## src/rtl/cs_trk_pkg.sv

```systemverilog
package cs_trk_pkg;
    typedef enum logic [2:0] {
        ST_IDLE,
        ST_ACTIVE,
        ST_CLOSE,
        ST_REPLAY,
        ST_FLUSH,
        ST_DONE
    } trk_state_e;
endpackage

```

## src/rtl/cs_wpos_buf.sv

```systemverilog
module cs_wpos_buf #(
    parameter int SET_W = 6,
    parameter int WAY_W = 2,
    parameter int DEPTH = 16,
    localparam int POS_W = SET_W + WAY_W,
    localparam int CNT_W = $clog2(DEPTH + 1),
    localparam int IDX_W = $clog2(DEPTH)
) (
    input  logic             clk,
    input  logic             rst_n,
    input  logic             clr,
    input  logic             rec_en,
    input  logic [SET_W-1:0] in_set,
    input  logic [WAY_W-1:0] in_way,
    input  logic [IDX_W-1:0] rd_idx,
    output logic [SET_W-1:0] rd_set,
    output logic [WAY_W-1:0] rd_way,
    output logic [CNT_W-1:0] cnt,
    output logic             ovf
);
    logic [POS_W-1:0] pos_q [DEPTH];
    logic [DEPTH-1:0] hit_vec;
    logic [CNT_W-1:0] cnt_q;
    logic             ovf_q;
    logic [POS_W-1:0] in_pos;
    logic             hit;
    logic             full;

    assign in_pos = {in_set, in_way};
    assign full   = (cnt_q == CNT_W'(DEPTH));

    for (genvar i = 0; i < DEPTH; i++) begin : g_cmp
        assign hit_vec[i] = (CNT_W'(i) < cnt_q) && (pos_q[i] == in_pos);
    end
    assign hit = |hit_vec;

    always_ff @(posedge clk or negedge rst_n) begin
        if (!rst_n) begin
            cnt_q <= '0;
            ovf_q <= 1'b0;
        end else if (clr) begin
            cnt_q <= '0;
            ovf_q <= 1'b0;
        end else if (rec_en && !hit) begin
            if (!full) cnt_q <= cnt_q + CNT_W'(1);
            else       ovf_q <= 1'b1;
        end
    end

    always_ff @(posedge clk) begin
        if (!clr && rec_en && !hit && !full)
            pos_q[cnt_q[IDX_W-1:0]] <= in_pos;
    end

    assign {rd_set, rd_way} = pos_q[rd_idx];
    assign cnt = cnt_q;
    assign ovf = ovf_q;

    a_r5_cnt_bound: assert property (@(posedge clk) disable iff (!rst_n)
        cnt_q <= CNT_W'(DEPTH));
    a_r6_ovf_only_when_full: assert property (@(posedge clk) disable iff (!rst_n)
        $rose(ovf_q) |-> ($past(cnt_q) == CNT_W'(DEPTH)));
    a_r2_grow_by_one: assert property (@(posedge clk) disable iff (!rst_n)
        !clr |=> (cnt_q == $past(cnt_q) || cnt_q == $past(cnt_q) + CNT_W'(1)));
    a_r3_dup_not_stored: assert property (@(posedge clk) disable iff (!rst_n)
        (!clr && rec_en && hit) |=> (cnt_q == $past(cnt_q)));
endmodule

```

## src/rtl/cs_itag_buf.sv

```systemverilog
module cs_itag_buf #(
    parameter int TAG_W = 16,
    parameter int DEPTH = 4,
    localparam int CNT_W = $clog2(DEPTH + 1),
    localparam int IDX_W = $clog2(DEPTH)
) (
    input  logic             clk,
    input  logic             rst_n,
    input  logic             clr,
    input  logic             track,
    input  logic             req,
    input  logic [TAG_W-1:0] tag,
    output logic             issue
);
    logic [TAG_W-1:0] tag_q [DEPTH];
    logic [DEPTH-1:0] hit_vec;
    logic [CNT_W-1:0] cnt_q;
    logic             hit;
    logic             store;

    for (genvar i = 0; i < DEPTH; i++) begin : g_cmp
        assign hit_vec[i] = (CNT_W'(i) < cnt_q) && (tag_q[i] == tag);
    end
    assign hit   = |hit_vec;
    assign issue = req && !(track && hit);
    assign store = track && req && !hit && (cnt_q < CNT_W'(DEPTH));

    always_ff @(posedge clk or negedge rst_n) begin
        if (!rst_n)     cnt_q <= '0;
        else if (clr)   cnt_q <= '0;
        else if (store) cnt_q <= cnt_q + CNT_W'(1);
    end

    always_ff @(posedge clk) begin
        if (!clr && store) tag_q[cnt_q[IDX_W-1:0]] <= tag;
    end

    a_r9_cnt_bound: assert property (@(posedge clk) disable iff (!rst_n)
        cnt_q <= CNT_W'(DEPTH));
    a_r11_no_record_outside: assert property (@(posedge clk) disable iff (!rst_n)
        (!track && !clr) |=> $stable(cnt_q));
endmodule

```

## src/rtl/cs_trk_ctrl.sv

```systemverilog
module cs_trk_ctrl
    import cs_trk_pkg::*;
#(
    parameter int CNT_W = 5,
    parameter int IDX_W = 4
) (
    input  logic             clk,
    input  logic             rst_n,
    input  logic             region_begin,
    input  logic             region_end,
    input  logic [CNT_W-1:0] wcnt,
    input  logic             wovf,
    output logic             clr,
    output logic             track,
    output logic [IDX_W-1:0] rep_idx,
    output logic             wb_valid,
    output logic             wb_all,
    output logic             wb_done,
    output trk_state_e       state
);
    trk_state_e       state_q, state_d;
    logic [IDX_W-1:0] idx_q;
    logic             last;

    assign last = (CNT_W'(idx_q) + CNT_W'(1)) == wcnt;

    always_ff @(posedge clk or negedge rst_n) begin
        if (!rst_n) begin
            state_q <= ST_IDLE;
            idx_q   <= '0;
        end else begin
            state_q <= state_d;
            if (state_q == ST_REPLAY) idx_q <= idx_q + IDX_W'(1);
            else                      idx_q <= '0;
        end
    end

    always_comb begin
        state_d  = state_q;
        clr      = 1'b0;
        track    = 1'b0;
        wb_valid = 1'b0;
        wb_all   = 1'b0;
        wb_done  = 1'b0;
        unique case (state_q)
            ST_IDLE: begin
                clr = region_begin;
                if (region_begin) state_d = ST_ACTIVE;
            end
            ST_ACTIVE: begin
                clr   = region_begin;
                track = !region_begin;
                if (!region_begin && region_end) state_d = ST_CLOSE;
            end
            ST_CLOSE: begin
                if (wovf)                 state_d = ST_FLUSH;
                else if (wcnt == '0)      state_d = ST_DONE;
                else                      state_d = ST_REPLAY;
            end
            ST_REPLAY: begin
                wb_valid = 1'b1;
                if (last) state_d = ST_DONE;
            end
            ST_FLUSH: begin
                wb_all  = 1'b1;
                state_d = ST_DONE;
            end
            ST_DONE: begin
                wb_done = 1'b1;
                state_d = ST_IDLE;
            end
            default: state_d = ST_IDLE;
        endcase
    end

    assign rep_idx = idx_q;
    assign state   = state_q;

    a_r6_flush_exclusive: assert property (@(posedge clk) disable iff (!rst_n)
        !(wb_valid && wb_all));
    a_r7_done_pulse: assert property (@(posedge clk) disable iff (!rst_n)
        wb_done |=> !wb_done);
    a_r2_idx_in_range: assert property (@(posedge clk) disable iff (!rst_n)
        wb_valid |-> (CNT_W'(idx_q) < wcnt));
    a_r7_done_after_replay: assert property (@(posedge clk) disable iff (!rst_n)
        $fell(wb_valid) |-> wb_done);
endmodule

```

## src/rtl/cs_track_buf.sv

```systemverilog
module cs_track_buf
    import cs_trk_pkg::*;
#(
    parameter int SET_W     = 6,
    parameter int WAY_W     = 2,
    parameter int TAG_W     = 16,
    parameter int WR_DEPTH  = 16,
    parameter int INV_DEPTH = 4,
    localparam int WCNT_W   = $clog2(WR_DEPTH + 1),
    localparam int WIDX_W   = $clog2(WR_DEPTH)
) (
    input  logic             clk,
    input  logic             rst_n,
    input  logic             region_begin,
    input  logic             region_end,
    input  logic             wr_valid,
    input  logic [SET_W-1:0] wr_set,
    input  logic [WAY_W-1:0] wr_way,
    input  logic             inv_req,
    input  logic [TAG_W-1:0] inv_tag,
    output logic             inv_issue,
    output logic             wb_valid,
    output logic [SET_W-1:0] wb_set,
    output logic [WAY_W-1:0] wb_way,
    output logic             wb_all,
    output logic             wb_done
);
    logic              clr, track;
    logic [WIDX_W-1:0] rep_idx;
    logic [WCNT_W-1:0] wcnt;
    logic              wovf;
    trk_state_e        state;

    cs_trk_ctrl #(.CNT_W(WCNT_W), .IDX_W(WIDX_W)) u_ctrl (
        .clk(clk), .rst_n(rst_n),
        .region_begin(region_begin), .region_end(region_end),
        .wcnt(wcnt), .wovf(wovf),
        .clr(clr), .track(track), .rep_idx(rep_idx),
        .wb_valid(wb_valid), .wb_all(wb_all), .wb_done(wb_done),
        .state(state)
    );

    cs_wpos_buf #(.SET_W(SET_W), .WAY_W(WAY_W), .DEPTH(WR_DEPTH)) u_wpos (
        .clk(clk), .rst_n(rst_n), .clr(clr),
        .rec_en(track && wr_valid),
        .in_set(wr_set), .in_way(wr_way),
        .rd_idx(rep_idx), .rd_set(wb_set), .rd_way(wb_way),
        .cnt(wcnt), .ovf(wovf)
    );

    cs_itag_buf #(.TAG_W(TAG_W), .DEPTH(INV_DEPTH)) u_itag (
        .clk(clk), .rst_n(rst_n), .clr(clr), .track(track),
        .req(inv_req), .tag(inv_tag), .issue(inv_issue)
    );

    a_r11_pass_outside: assert property (@(posedge clk) disable iff (!rst_n)
        (state != ST_ACTIVE) |-> (inv_issue == inv_req));
    a_r6_no_replay_on_ovf: assert property (@(posedge clk) disable iff (!rst_n)
        (state == ST_CLOSE && wovf) |=> (wb_all && !wb_valid));
endmodule

```

## config.mk

```make
export PLATFORM = sky130hd
export DESIGN_NAME = cs_track_buf
export DESIGN_NICKNAME = d
export VERILOG_FILES = /design/src/rtl/cs_trk_pkg.sv /design/src/rtl/cs_wpos_buf.sv /design/src/rtl/cs_itag_buf.sv /design/src/rtl/cs_trk_ctrl.sv /design/src/rtl/cs_track_buf.sv
export SDC_FILE = /design/constraint.sdc
export NUM_CORES = 1
export LEC_CHECK = 0
export BUFFER_PORTS_ARGS = -buffer_cell sky130_fd_sc_hd__buf_4
export CAP_MARGIN = 10
export CORE_AREA = 2 2 119 236
export CTS_CLUSTER_DIAMETER = 60
export CTS_CLUSTER_SIZE = 14
export DETAILED_ROUTE_END_ITERATION = 16
export DIE_AREA = 0 0 121 238
export GPL_TIMING_DRIVEN = 0
export SLEW_MARGIN = 25
export SYNTH_ARGS = -nofsm -noshare
export SYNTH_HDL_FRONTEND = slang
export SYNTH_SLANG_ARGS = --single-unit
```

## constraint.sdc

```tcl
create_clock -name clk -period 5.9 [get_ports clk]
set_input_delay 0.295 -clock clk [delete_from_list [all_inputs] [get_ports clk]]
set_output_delay 0.295 -clock clk [all_outputs]
set_load 0.05 [all_outputs]
```

==> results of run 1 <==
-- through the flow --
step                      hold WS (ns)  util (%)  power (mW)
final                           0.0491      43.4        3.71
after global routing            0.0559      43.4        3.84
after CTS                       0.0457      43.4        3.74
after detailed placement         0.173      41.4        2.60
after global placement           0.168      41.4        2.58
after floorplan              -0.000591         -        2.29
-- logic make-up (layout without fill, tap and decap cells) --
family	Yosys count	count (layout)	synth area share [%]
buf+inv	45	119	3.27
compound gates	31	31	2.11
fa+ha+maj	9	9	1.08
flops	208	208	59.3
simple gates	146	146	8.38
mux	47	47	9.34
xor+xnor	196	196	16.5
-- worst max-delay path, cell delays in order (launching register included) --
cell and delay (ns):
dfrtp_1 0.41, clkbuf_1 0.22, nor3_1 0.71, a2111oi_0 0.29
nand3_1 0.14, nand4_1 0.19, nor4_4 0.50, and2_4 0.26
buf_6 0.14, and3_1 0.49
-- Yosys cell counts, types with 2 or more instances --
cell type	instances	area share (%)
nand3_1	13	0.63
nor3_1	13	0.63
and3_1	16	0.96
o21ai_0	3	0.14
xor2_1	88	7.4
a21oi_1	7	0.34
ha_1	9	1.1
nor2b_1	7	0.42
and2_1	7	0.42
clkbuf_1	11	0.40
inv_1	9	0.32
nor2_1	12	0.43
a2111oi_0	3	0.25
nor3b_1	2	0.14
nand4_1	24	1.4
mux4_2	40	8.7
nand3b_1	3	0.22
mux2i_1	7	0.67
a211oi_1	6	0.43
buf_6	10	1.1
edfxtp_1	192	55
buf_1	2	0.072
nand2b_1	2	0.12
xnor2_1	108	9.1
buf_2	6	0.29
o22ai_1	2	0.12
nor4_1	20	1.2
buf_12	2	0.39
nand2_1	16	0.58
dfrtp_1	16	3.9
buf_8	5	0.72
a41oi_1	2	0.17
-- layer usage --
layer	global-route usage [%]	vias up	wire, um
li1	-	2690	-
met1	20.2	3078	9540
met2	40.5	212	16700
met3	2.77	95	1260
met4	14.9	0	2350
met5	0	-	0
-- sequential cells by signal (all words and copies together), names as in the netlist --
name,flops
u_ctrl.rep_idx,4
u_ctrl.state,3
u_itag.cnt_q,3
u_itag.tag_q,64
u_wpos.cnt,5
u_wpos.ovf,1
u_wpos.pos_q,128
-- where the power goes --
part           total (mW)  internal, mW  switching [mW]
clock network        1.14         0.613           0.526
registers            1.73          1.68          0.0409
logic               0.845         0.318           0.527
total                3.71          2.62            1.09
-- cell type report --
cell class | count | area share [%]
multi-input combinational | 429 | 33.3
buffer | 36 | 2.62
timing repair buffer | 42 | 2.72
inverter | 9 | 0.289
sequential | 208 | 52.8
tap | 348 | 3.73
clock buffer | 32 | 4.57
-- how the worst max path moves through the flow --
stage,startpoint,to,slack (ns),cells past startpoint
2_1_floorplan,u_wpos.cnt[1],u_wpos.pos_q[0][0],3.25,9
3_3_place_gp,u_wpos.cnt[0],u_wpos.pos_q[5][5],2.27,9
3_5_place_dp,u_wpos.cnt[0],u_wpos.pos_q[9][1],2.24,9
4_1_cts,u_wpos.cnt[0],u_wpos.pos_q[9][1],2.20,9
5_1_grt,u_wpos.cnt[0],u_wpos.pos_q[14][3],2.06,9
6_report,u_wpos.cnt[0],u_wpos.pos_q[6][1],2.15,9
-- what timing repair did --
item | in CTS | in global routing
hold endpoints to repair | 16 | 0
hold buffers | 1 | 0
setup endpoints to repair | 0 | 0
==> summary.txt, run 1 <==
Run status
  – Outcome: finished clean

Drt
  – Number of routed nets with antenna violations: 0
  – WL per Instance: 27.1 um
  – Vias: 6075
  – Initial drt markers: 426
  – Average vias per placed instance: 5.50
  – DRC: 0
  – Initial DRT Pass Iterations: 5
  – Final wirelength: 29900 um

Yosys
  – Cells after synthesis: 682
  – FF+latch count, synth: 208
  – Synth Net Count: 721
  – Yosys cell types: 51
  – Mapped cell area: 0.0104 sq mm
  – Sequential area share after synthesis: 59.3%
  – Post-synth EDFFs: 192
  – Mean post-synth cell area: 15.2 sq um
  – Yosys Warn Count: 0
  – Async S/R FF share, synth: 7.69%
  – Ys flop type: edfxtp_1

Final layout
  – Diode count: 0
  – Storage element area: 0.00617 sq mm
  – Commonest non-fill, non-tap cell in the layout: edfxtp_1
  – Post-Layout Inst Area: 0.0117 sq mm
  – Share of cells above drive strength 1: 17.1%
  – Layout Nets: 783
  – Area growth syn-to-layout: 12.4%
  – Commonest non-fill, non-tap cells in the layout: edfxtp_1, xnor2_1, xor2_1
  – Fillcell total: 2427
  – Multi-input gate area: 0.00389 sq mm
  – Finished Layout Cells: 1104

Timing
  – Final hold vios: 0
  – Final setup violation count: 0
  – Peak Freq: 267 MHz
  – Setup TNS: 0 ns
  – Period utilisation layout: 63.5%
  – Worst-Margin Slew: 0.945 ns
  – Slew headroom: 37.0%
  – Final WS setup: 2.15 ns
  – RSZ-0062 raised after global routing: false
  – Fin. max-slew vios: 0
  – Post-layout minimum cycle time: 3.75 ns
  – Clock skew: 0.0200 ns

Place
  – Port bufs: 41
  – Placed Cells: 1071
  – Setup Slack @ Placement: 2.24 ns
  – Placed cell areas: 0.0111 sq mm
  – Final HPWL DP: 22500 um
  – GP Congestion: 0.928

Critical path
  – CP endpoint kind: register
  – Max Fanout on Critical Path: 10
  – Flop-to-flop setup slack: 2.15 ns
  – R2R cell count: 9
  – R2R Path Start: u_wpos.cnt[0]
  – Critical Path AT: 3.89 ns
  – Startpoint types: register
  – Critical path class: reg -> reg
  – End of the worst register-to-register path: u_wpos.pos_q[6][1]
  – Required time worst endpoint: 6.04 ns

CTS
  – Total CTS buffers: 18
  – Worst skew pair latency: 0.51 ns
  – TritonCTS clock tree: yes
  – # H-tree levels: 1
  – Clock slew at reported path FFs: 0.07 ns
  – Deepest clock path buffer count: 3
  – # clock sinks: 208
  – Root Driver: clkbuf_16
  – Setup Buffers After CTS: 0
  – Cts repair resizes: 0

Floorplan
  – Starting Density: 38.6%
  – Total die area: 0.0288 sq mm
  – Die Wd: 121 um
  – Num ports: 42
  – Die Height: 238 um
  – Core area: 0.0269 sq mm
  – # rows: 85

Worst hold path
  – Hold Crit Start: region_begin
  – Worst Hold Class: in -> reg
  – Worst hold endpoint: u_ctrl.state[0]
  – Min-Delay Path Depth: 2

Global route
  – Global-route wire length before repair: 43800 um
  – Largest net degree at the start of global routing: 18
  – Initial antenna violation count: 0
  – Gr usage total: 21.2%
  – Total gr overflow: 0
  – Vias in the first global route: 6699

Power
  – Max VDD drop: 0.184 mV
  – Power Dens Cells: 318 mW/mm^2
  – Pleak: 3.86 nW

Job
  – Max-cap violation count: 0
No activity file was read; power rests on OpenSTA's default activity.
==> run 2, diff against run 1 <==
==> constraint.sdc (replaced) <==
create_clock -name clk -period 3.7 [get_ports clk]
set_input_delay 0.185 -clock clk [delete_from_list [all_inputs] [get_ports clk]]
set_output_delay 0.185 -clock clk [all_outputs]
set_load 0.05 [all_outputs]
==> summary.txt, run 2 (synthesis results as in run 1) <==
Timing
  – Clock skew: 0.0197 ns
  – Period utilisation layout: 95.9%
  – Final setup violation count: 0
  – Peak Freq: 282 MHz
  – Worst-Margin Slew: 0.913 ns
  – Final hold vios: 0
  – Fin. max-slew vios: 0
  – Setup TNS: 0 ns
  – Slew headroom: 39.1%
  – Post-layout minimum cycle time: 3.55 ns
  – RSZ-0062 raised after global routing: false

Final layout
  – Layout Nets: 800
  – Commonest non-fill, non-tap cells in the layout: edfxtp_1, xnor2_1, xor2_1
  – Multi-input gate area: 0.00389 sq mm
  – Area growth syn-to-layout: 14.1%
  – Largest register FFs: 128
  – Finished Layout Cells: 1121
  – Commonest non-fill, non-tap cell in the layout: edfxtp_1
  – Share of cells above drive strength 1: 16.8%
  – Fillcell total: 2399
  – Diode count: 0
  – Storage element area: 0.00617 sq mm

CTS
  – Setup Buffers After CTS: 0
  – Deepest clock path buffer count: 3
  – # H-tree levels: 1
  – Root Driver: clkbuf_16
  – Worst skew pair latency: 0.51 ns
  – Clock slew at reported path FFs: 0.08 ns
  – TritonCTS clock tree: yes
  – Total CTS buffers: 18
  – # clock sinks: 208

Job
  – Max-cap violation count: 0

Place
  – Port bufs: 41
  – Placed Cells: 1071
  – Final HPWL DP: 22500 um
  – GP Congestion: 0.928

Floorplan
  – Core area: 0.0269 sq mm
  – Starting Density: 38.6%
  – Total die area: 0.0288 sq mm
  – Num ports: 42
  – Die Height: 238 um
  – # rows: 85
  – Die Wd: 121 um

Global route
  – Vias in the first global route: 6781
  – Gr usage total: 21.3%
  – Global-route wire length before repair: 44000 um
  – Total gr overflow: 0
  – Largest net degree at the start of global routing: 18
  – Initial antenna violation count: 0

Drt
  – Number of routed nets with antenna violations: 0
  – Initial drt markers: 500
  – WL per Instance: 26.8 um
  – Initial DRT Pass Iterations: 5
  – Average vias per placed instance: 5.46
  – Final wirelength: 30000 um
  – Vias: 6117
  – DRC: 0

Critical path
  – Max Fanout on Critical Path: 10
  – Crit-path max cell delay: 0.52 ns
  – Startpoint types: register
  – Critical path class: reg -> reg
  – Slowest CP cell: nor4_4
  – Crit-path cells: clkbuf_1 > a41oi_1 > nor3_1 > nand4_1 > nand4_1 > nor4_4 > and2_4 > buf_6 > and3_1
  – Required time worst endpoint: 3.85 ns
  – Crit path top cell by count: nand4_1
  – R2R cell count: 9
  – Critical Path AT: 3.70 ns
  – CP endpoint kind: register

Power
  – Power Dens Cells: 500 mW/mm^2
  – Pleak: 3.93 nW
  – Max VDD drop: 0.296 mV

Worst hold path
  – Worst Hold Class: in -> reg
  – Min-Delay Path Depth: 1

Run status
  – Outcome: finished clean
[run 2: final timing paths]
| path | startpoint | endpoint | slack (ns) |
|---|---|---|---|
| worst min register to register | u_wpos.ovf | u_wpos.ovf | 0.52 |
| worst min-delay path | wr_set[2] | u_wpos.pos_q[0][4] | 0.04 |
| worst max register to register | u_wpos.cnt[4] | u_wpos.pos_q[1][2] | 0.15 |
| max in group asynchronous | rst_n | u_ctrl.rep_idx[1] | 3.40 |
| worst max-delay path | u_wpos.cnt[4] | u_wpos.pos_q[1][2] | 0.15 |
| min in group asynchronous | rst_n | u_wpos.cnt[1] | 0.09 |
[run 2: repair_timing]
item,CTS,global route
gates resized for setup,0,1
hold buffers,18,0
endpoints found under the hold margin,79,0
setup endpoints to repair,0,80
[run 2: per-stage QoR]
step | setup WS, ns | utilization [%] | hold WS, ns | total power [mW] | instance area, sq um
floorplan | 1.05 | - | -0.111 | 3.66 | 10400
global placement | 0.0671 | 41.4 | 0.0582 | 4.12 | 11100
detailed placement | 0.0370 | 41.4 | 0.0632 | 4.15 | 11100
CTS | 0.000908 | 44.1 | 0.0290 | 5.98 | 11900
global route | 0.0961 | 44.1 | 0.0361 | 6.14 | 11900
finish | 0.150 | 44.1 | 0.0442 | 5.94 | 11900
[run 2: final cells by class]
class,instances,area share [%]
sequential,208,52.0
multi-input combinational,429,32.8
clock buffer,32,4.51
timing repair buffer,59,4.11
tap,348,3.67
buffer,36,2.58
inverter,9,0.285
[run 2: routing by layer]
metal | share of wire [%] | GRT usage, % | vias to the layer above | wire length, um
met4 | 7.9 | 15.0 | 0 | 2380
li1 | - | - | 2724 | -
met2 | 56 | 40.7 | 218 | 16800
met5 | 0 | 0 | - | 0
met3 | 4.6 | 2.72 | 96 | 1380
met1 | 32 | 20.2 | 3079 | 9490
[run 2: critical path, delay by kind of cell, from the launching register on]
| kind | cells | cell delay (ns) |
|---|---|---|
| AOI/OAI and AO/OA | 1 | 0.37 |
| DFF | 1 | 0.44 |
| buffers and inverters | 2 | 0.44 |
| and+or+nand+nor | 6 | 1.92 |
[run 2: power by group]
part | total (mW) | internal, mW | leakage [nW] | switching (mW)
sequential | 2.75 | 2.69 | 1.94 | 0.0655
clock | 1.82 | 0.977 | 0.256 | 0.843
combinational | 1.36 | 0.521 | 1.73 | 0.842
